$ cat config.mk
export PLATFORM = sky130hd
export DESIGN_NAME = stereo_serial_tx
export DESIGN_NICKNAME = d
export VERILOG_FILES = /design/src/rtl/sst_pkg.sv /design/src/rtl/sst_ctrl.sv /design/src/rtl/sst_datapath.sv /design/src/rtl/stereo_serial_tx.sv
export SDC_FILE = /design/constraint.sdc
export NUM_CORES = 1
export LEC_CHECK = 0
export ABC_CLOCK_PERIOD_IN_PS = 6500
export BUFFER_PORTS_ARGS = -buffer_cell sky130_fd_sc_hd__buf_2
export CAP_MARGIN = 10
export CORE_UTILIZATION = 60
export CTS_CLUSTER_SIZE = 24
export DETAILED_ROUTE_END_ITERATION = 6
export PLACE_DENSITY = 0.84
export SKIP_LAST_GASP = 1
export SYNTH_ARGS = -nofsm -noshare
export SYNTH_HDL_FRONTEND = slang
export SYNTH_SLANG_ARGS = --single-unit
export TNS_END_PERCENT = 10
$ cat constraint.sdc
create_clock -name clk -period 6.5 [get_ports clk]
set_input_delay 0.65 -clock clk [delete_from_list [all_inputs] [get_ports clk]]
set_output_delay 0.65 -clock clk [all_outputs]
set_load 0.02 [all_outputs]
$ cat src/rtl/sst_pkg.sv
package sst_pkg;

  // Strobes passed from the timing control to the datapath, all valid for one system clock.
  typedef struct packed {
    logic clear;      // link disabled: force the lines idle
    logic fall;       // sck falls in this cycle
    logic frameStart; // this fall begins a new frame (left MSB)
    logic slotStart;  // this fall begins a channel slot
    logic rightSlot;  // the slot that this fall begins, or continues, is the right channel
  } sstStrobe_t;

endpackage

$ cat src/rtl/sst_ctrl.sv
module sst_ctrl
  import sst_pkg::*;
#(
  parameter int SLOT_W = 32,
  parameter int DIV_W  = 8
) (
  input  logic             clk,
  input  logic             rstN,
  input  logic             enable,
  input  logic [DIV_W-1:0] divHalf,
  output logic             sck,
  output logic             ws,
  output sstStrobe_t       stb
);

  localparam int FRAME_BITS = 2 * SLOT_W;
  localparam int POS_W      = $clog2(FRAME_BITS);
  localparam logic [POS_W-1:0] FRAME_LAST  = POS_W'(FRAME_BITS - 1);
  localparam logic [POS_W-1:0] LEFT_LAST   = POS_W'(SLOT_W - 1);
  localparam logic [POS_W-1:0] RIGHT_FIRST = POS_W'(SLOT_W);

  logic [DIV_W-1:0] divCnt;
  logic [DIV_W-1:0] halfLim;
  logic [POS_W-1:0] pos;
  logic [POS_W-1:0] posNext;
  logic             sckReg;
  logic             wsReg;
  logic             toggle;
  logic             fallNow;
  logic             wsNext;

  always_comb begin
    halfLim = (divHalf == '0) ? DIV_W'(1) : divHalf;
    toggle  = enable && (divCnt >= halfLim - DIV_W'(1));
    fallNow = toggle && sckReg;
    posNext = (pos == FRAME_LAST) ? '0 : pos + POS_W'(1);
    // ws leads the data by one bit: it shows the channel of the next bit position
    wsNext  = (posNext >= LEFT_LAST) && (posNext != FRAME_LAST);
  end

  always_comb begin
    stb.clear      = !enable;
    stb.fall       = fallNow;
    stb.frameStart = fallNow && (posNext == '0);
    stb.slotStart  = fallNow && ((posNext == '0) || (posNext == RIGHT_FIRST));
    stb.rightSlot  = (posNext >= RIGHT_FIRST);
  end

  always_ff @(posedge clk or negedge rstN) begin
    if (!rstN) begin
      divCnt <= '0;
      sckReg <= 1'b0;
      wsReg  <= 1'b0;
      pos    <= FRAME_LAST;
    end else if (!enable) begin
      divCnt <= '0;
      sckReg <= 1'b0;
      wsReg  <= 1'b0;
      pos    <= FRAME_LAST;
    end else begin
      if (toggle) begin
        divCnt <= '0;
        sckReg <= ~sckReg;
      end else begin
        divCnt <= divCnt + DIV_W'(1);
      end
      if (fallNow) begin
        pos   <= posNext;
        wsReg <= wsNext;
      end
    end
  end

  assign sck = sckReg;
  assign ws  = wsReg;

  AST_IDLE_LOW: assert property (@(posedge clk) disable iff (!rstN)
    !enable |=> (!sckReg && !wsReg));

  AST_WS_ON_FALL: assert property (@(posedge clk) disable iff (!rstN)
    (wsReg != $past(wsReg)) |-> (($past(sckReg) && !sckReg) || !$past(enable)));

endmodule

$ cat src/rtl/sst_datapath.sv
module sst_datapath
  import sst_pkg::*;
#(
  parameter int SAMPLE_W = 16,
  parameter int SLOT_W   = 32
) (
  input  logic                clk,
  input  logic                rstN,
  input  sstStrobe_t          stb,
  input  logic                sampleValid,
  output logic                sampleReady,
  input  logic [SAMPLE_W-1:0] sampleLeft,
  input  logic [SAMPLE_W-1:0] sampleRight,
  output logic                sd,
  output logic                underrun
);

  localparam int PAD_W = SLOT_W - SAMPLE_W;

  logic [SAMPLE_W-1:0] bufL, bufR, curL, curR;
  logic                bufFull;
  logic [SLOT_W-1:0]   shiftReg;
  logic [SLOT_W-1:0]   loadWord;
  logic [SAMPLE_W-1:0] selSample;
  logic                underrunReg;
  logic                accept;

  always_comb begin
    accept = sampleValid && !bufFull;
    if (stb.rightSlot) selSample = curR;
    else               selSample = bufFull ? bufL : curL;
  end

  // Zero fill of the unused low-order slot positions
  generate
    if (PAD_W == 0) begin : g_noPad
      assign loadWord = selSample;
    end else begin : g_pad
      assign loadWord = {selSample, {PAD_W{1'b0}}};
    end
  endgenerate

  always_ff @(posedge clk or negedge rstN) begin
    if (!rstN) begin
      bufL        <= '0;
      bufR        <= '0;
      curL        <= '0;
      curR        <= '0;
      bufFull     <= 1'b0;
      shiftReg    <= '0;
      underrunReg <= 1'b0;
    end else begin
      if (stb.clear) begin
        shiftReg    <= '0;
        underrunReg <= 1'b0;
      end else if (stb.slotStart) begin
        shiftReg <= loadWord;
      end else if (stb.fall) begin
        shiftReg <= {shiftReg[SLOT_W-2:0], 1'b0};
      end
      if (stb.frameStart) begin
        if (bufFull) begin
          curL        <= bufL;
          curR        <= bufR;
          bufFull     <= 1'b0;
          underrunReg <= 1'b0;
        end else begin
          underrunReg <= 1'b1;
        end
      end
      if (accept) begin
        bufL    <= sampleLeft;
        bufR    <= sampleRight;
        bufFull <= 1'b1;
      end
    end
  end

  assign sampleReady = !bufFull;
  assign sd          = shiftReg[SLOT_W-1];
  assign underrun    = underrunReg;

  AST_BUF_CLOSES: assert property (@(posedge clk) disable iff (!rstN)
    (sampleValid && sampleReady) |=> !sampleReady);

  AST_UNDERRUN_FRAME: assert property (@(posedge clk) disable iff (!rstN)
    (!stb.frameStart && !stb.clear) |=> $stable(underrun));

  AST_SD_ON_FALL: assert property (@(posedge clk) disable iff (!rstN)
    (sd != $past(sd)) |-> $past(stb.fall || stb.clear));

endmodule

$ cat src/rtl/stereo_serial_tx.sv
module stereo_serial_tx
  import sst_pkg::*;
#(
  parameter int SAMPLE_W = 16,
  parameter int SLOT_W   = 32,
  parameter int DIV_W    = 8
) (
  input  logic                clk,
  input  logic                rstN,
  input  logic                enable,
  input  logic [DIV_W-1:0]    divHalf,
  input  logic                sampleValid,
  output logic                sampleReady,
  input  logic [SAMPLE_W-1:0] sampleLeft,
  input  logic [SAMPLE_W-1:0] sampleRight,
  output logic                sck,
  output logic                ws,
  output logic                sd,
  output logic                underrun
);

  sstStrobe_t stb;

  sst_ctrl #(
    .SLOT_W (SLOT_W),
    .DIV_W  (DIV_W)
  ) ctrl_i (
    .clk     (clk),
    .rstN    (rstN),
    .enable  (enable),
    .divHalf (divHalf),
    .sck     (sck),
    .ws      (ws),
    .stb     (stb)
  );

  sst_datapath #(
    .SAMPLE_W (SAMPLE_W),
    .SLOT_W   (SLOT_W)
  ) data_i (
    .clk         (clk),
    .rstN        (rstN),
    .stb         (stb),
    .sampleValid (sampleValid),
    .sampleReady (sampleReady),
    .sampleLeft  (sampleLeft),
    .sampleRight (sampleRight),
    .sd          (sd),
    .underrun    (underrun)
  );

endmodule

==> results.sh <==
export IMPL_status="finished clean"
export IMPL_cts_buffer_depth=2
export IMPL_dr_pass1_iters=4
export IMPL_crit_chain="buf_2 > nor4_1 > nand2_1 > nor2_1 > nor2_1 > ha_1 > nand2_1 > xor2_1 > ha_1 > nand2_1 > o21ai_0 > a21oi_2 > nor4b_4 > buf_4 > mux2_2"
export IMPL_start_util_pct=63.1
export IMPL_finClkSkew_ns=0.00723
export IMPL_nets=509
export IMPL_r2r_cells=6
export IMPL_holdBufCountCts=0
export IMPL_cp_max_fo=33
export IMPL_slew_viol_final=0
export IMPL_finalSetupViolations=0
export IMPL_power_per_cell_area_nw_per_um2=213
export IMPL_clkSinkCount=98
export IMPL_clkTransAtPathRegs_ns=0.10
export IMPL_final_area_um2=5420
export IMPL_rows=32
export IMPL_numCtsBuffers=9
export IMPL_finalNonFillerCells=560
export IMPL_netlist_area_um2=4950
export IMPL_grt_ovfl_total=0
export IMPL_drive_above_1_share_pct=31.0
export IMPL_ys_warn_count=0
export IMPL_ir_drop_uv=226
export IMPL_clock_latency_ns=0.36
export IMPL_grt_pass1_vias=3372
export IMPL_slew_headroom_pct=35.6
export IMPL_syn_avg_cell_area_um2=11.9
export IMPL_power_leakage_nw=2.62
export IMPL_vias=3432
export IMPL_cpMostUsedCell="nand2_1"
export IMPL_hpwlAfterDp_mm=6.42
export IMPL_critPathSlowestCell="buf_4"
export IMPL_start_kind="input pin"
export IMPL_ys_seq_area_share_pct=49.7
export IMPL_die_h_um=92.8
export IMPL_synthToLayoutAreaGrowth_pct=9.51
export IMPL_io_pins=49
export IMPL_cp_end_kind="register"
export IMPL_cpLargestDelayFamily="simple AND/OR/NAND/NOR gates"
export IMPL_root_buffer="clkbuf_8"
export IMPL_ys_ff_latch=98
export IMPL_finalCritPeriodShare_pct=54.2
export IMPL_ant_nets=0
export IMPL_post_cts_setup_buffers=0
export IMPL_synth_cells=417
export IMPL_critPathBufInv=2
export IMPL_wirelength_mm=9.74
export IMPL_worst_setup_path_type="input pin to register"
export IMPL_die_w_um=92.8
export IMPL_antenna_cells=0
export IMPL_arrival_ns=3.78
export IMPL_finalPower_mw=1.16
export IMPL_fmax_mhz=284
export IMPL_rsz0062_at_grt="false"
export IMPL_worstPathRequired_ns=6.75
export IMPL_finalSetupTns_ns=0
export IMPL_vias_per_cell=6.13
export IMPL_drt_iter0_markers=252
export IMPL_reg2reg_setup_slack_ns=3.32
export IMPL_drc=0
export IMPL_cts_tree="done"
export IMPL_port_buffers=48
export IMPL_worst_slew_pin_slew_ns=0.965
export IMPL_r2r_start="ctrl_i.pos[1]$_DFFE_PN1P_"
export IMPL_h_tree_depth=3
export IMPL_syn_nets=473
export IMPL_holdWs_ns=0.135
export IMPL_finalCriticalPeriod_ns=3.52
export IMPL_antenna_found_initial=0
export IMPL_worstReg2RegEnd="data_i.curL[8]$_DFFE_PN0P_"
export IMPL_finalWeightedCongestion=0.848
export IMPL_grt_pass1_wl_mm=16.5
export IMPL_dieArea_um2=8610
export IMPL_placed_cells=544
export IMPL_routedWlPerCell_um=17.4
export IMPL_holdCritPathClass="input pin to async pin"
export IMPL_grt_max_degree=80
export IMPL_hold_violations=0
export IMPL_cts_resized=0
export IMPL_design_core_area_um2=7850
export IMPL_maxCapViolCount=0
export IMPL_postPlaceCellArea_um2=5220
export IMPL_yosysUniqueCellTypes=49
export IMPL_grt_usage_pct=24.7
export IMPL_slowest_delay_ns=0.50
## worst max-delay path by stage
| stage | startpoint | endpoint | slack [ns] | depth (start not counted) |
|---|---|---|---|---|
| final | divHalf[2] | data_i.curL[8]$_DFFE_PN0P_ | 2.98 | 15 |
| after global routing | divHalf[2] | data_i.curL[8]$_DFFE_PN0P_ | 2.64 | 15 |
| after CTS | divHalf[3] | data_i.curL[7]$_DFFE_PN0P_ | 3.04 | 15 |
| after floorplan | divHalf[3] | data_i.curL[10]$_DFFE_PN0P_ | 3.17 | 14 |
| after detailed placement | divHalf[2] | data_i.curL[7]$_DFFE_PN0P_ | 2.64 | 15 |
| after global placement | divHalf[3] | data_i.curL[8]$_DFFE_PN0P_ | 2.78 | 15 |
## registers in the layout (all words and copies together) (netlist names)
register	count
data_i.curL	16
data_i.underrun	1
ctrl_i.ws	1
data_i.bufL	16
data_i.curR	16
ctrl_i.divCnt	8
ctrl_i.sck	1
data_i.bufFull	1
data_i.shiftReg	16
data_i.bufR	16
ctrl_i.pos	6
## Yosys cell counts, drive strengths merged
master / count / area, um^2
a2111o: 1 / 11.3
a211oi: 1 / 7.51
a21boi: 1 / 7.51
a21o: 1 / 7.51
a21oi: 11 / 62.6
a22oi: 15 / 113
a2bb2oi: 2 / 17.5
a311o: 1 / 10.0
a31oi: 18 / 113
a41o: 1 / 10.0
and2: 1 / 6.26
and3: 5 / 31.3
and4: 1 / 8.76
buf: 12 / 80.1
clkbuf: 16 / 60.1
dfrtp: 92 / 2300
dfstp: 6 / 158
ha: 12 / 150
inv: 10 / 37.5
mux2: 65 / 807
mux2i: 17 / 170
nand2: 9 / 36.3
nand2b: 3 / 18.8
nand3: 23 / 120
nand3b: 1 / 7.51
nand4: 2 / 12.5
nor2: 18 / 67.6
nor2b: 1 / 6.26
nor3: 5 / 47.5
nor4: 4 / 25.0
nor4b: 2 / 32.5
o2111ai: 1 / 8.76
o211ai: 17 / 128
o21ai: 26 / 134
o311ai: 2 / 17.5
o31ai: 1 / 7.51
or2: 2 / 12.5
xnor2: 3 / 26.3
xor2: 8 / 70.1
## metrics by stage
stage               util [%]  worst slack, ns
detailed placement      66.5             2.64
floorplan                  -             3.17
finish                  69.1             2.98
global placement        66.5             2.78
CTS                     69.1             3.04
global route            69.1             2.64
## logic make-up after synthesis
| family | synth area share, % |
|---|---|
| AO/OA/AOI/OAI | 13.2 |
| AND/OR/NAND/NOR | 8.75 |
| flip-flops | 49.7 |
| buffers and inverters | 3.59 |
| multiplexers | 19.7 |
| adder cells (fa/ha/maj) | 3.03 |
| XOR/XNOR | 1.95 |
## worst register-to-register path, stage by stage, from the launching register on
cell and delay (ns):
dfstp_2 0.61, ha_1 0.34, nand2_1 0.22, nor3_4 0.66, nor4b_4 0.32, buf_4 0.50
mux2_2 0.42
## per-layer routing
metal / vias up / part of all wire (%) / track usage (%)
met4: 0 / 1.4 / 8.85
met2: 121 / 50 / 40.0
met1: 1680 / 43 / 33.5
li1: 1618 / - / -
met3: 13 / 5.2 / 4.52
met5: - / 0 / 0
## cells in the final DEF (no fill, tap or decap), drive strengths merged, types with 11 or more instances in the layout
| cell | n |
|---|---|
| buf | 53 |
| mux2i | 17 |
| o21ai | 26 |
| a22oi | 15 |
| a21oi | 11 |
| a31oi | 18 |
| ha | 12 |
| inv | 13 |
| nor2 | 18 |
| nand3 | 23 |
| mux2 | 65 |
| o211ai | 17 |
| dfrtp | 92 |
## report_power, final
| part | total (mW) | switching [mW] | internal [mW] |
|---|---|---|---|
| Clock | 0.399 | 0.217 | 0.182 |
| Sequential | 0.659 | 0.0221 | 0.637 |
| Combinational | 0.0985 | 0.0495 | 0.0489 |
| Total | 1.16 | 0.288 | 0.868 |
## area by class of cell
type	instances	area [um^2]
timing repair buffer	53	280
fill	583	2430
sequential	98	2460
inverter	10	37.5
clock buffer	9	124
multi-input combinational	281	2310
tap	102	128
clock inverter	7	76.3
Note: power is estimated with default switching activity, not from simulation.
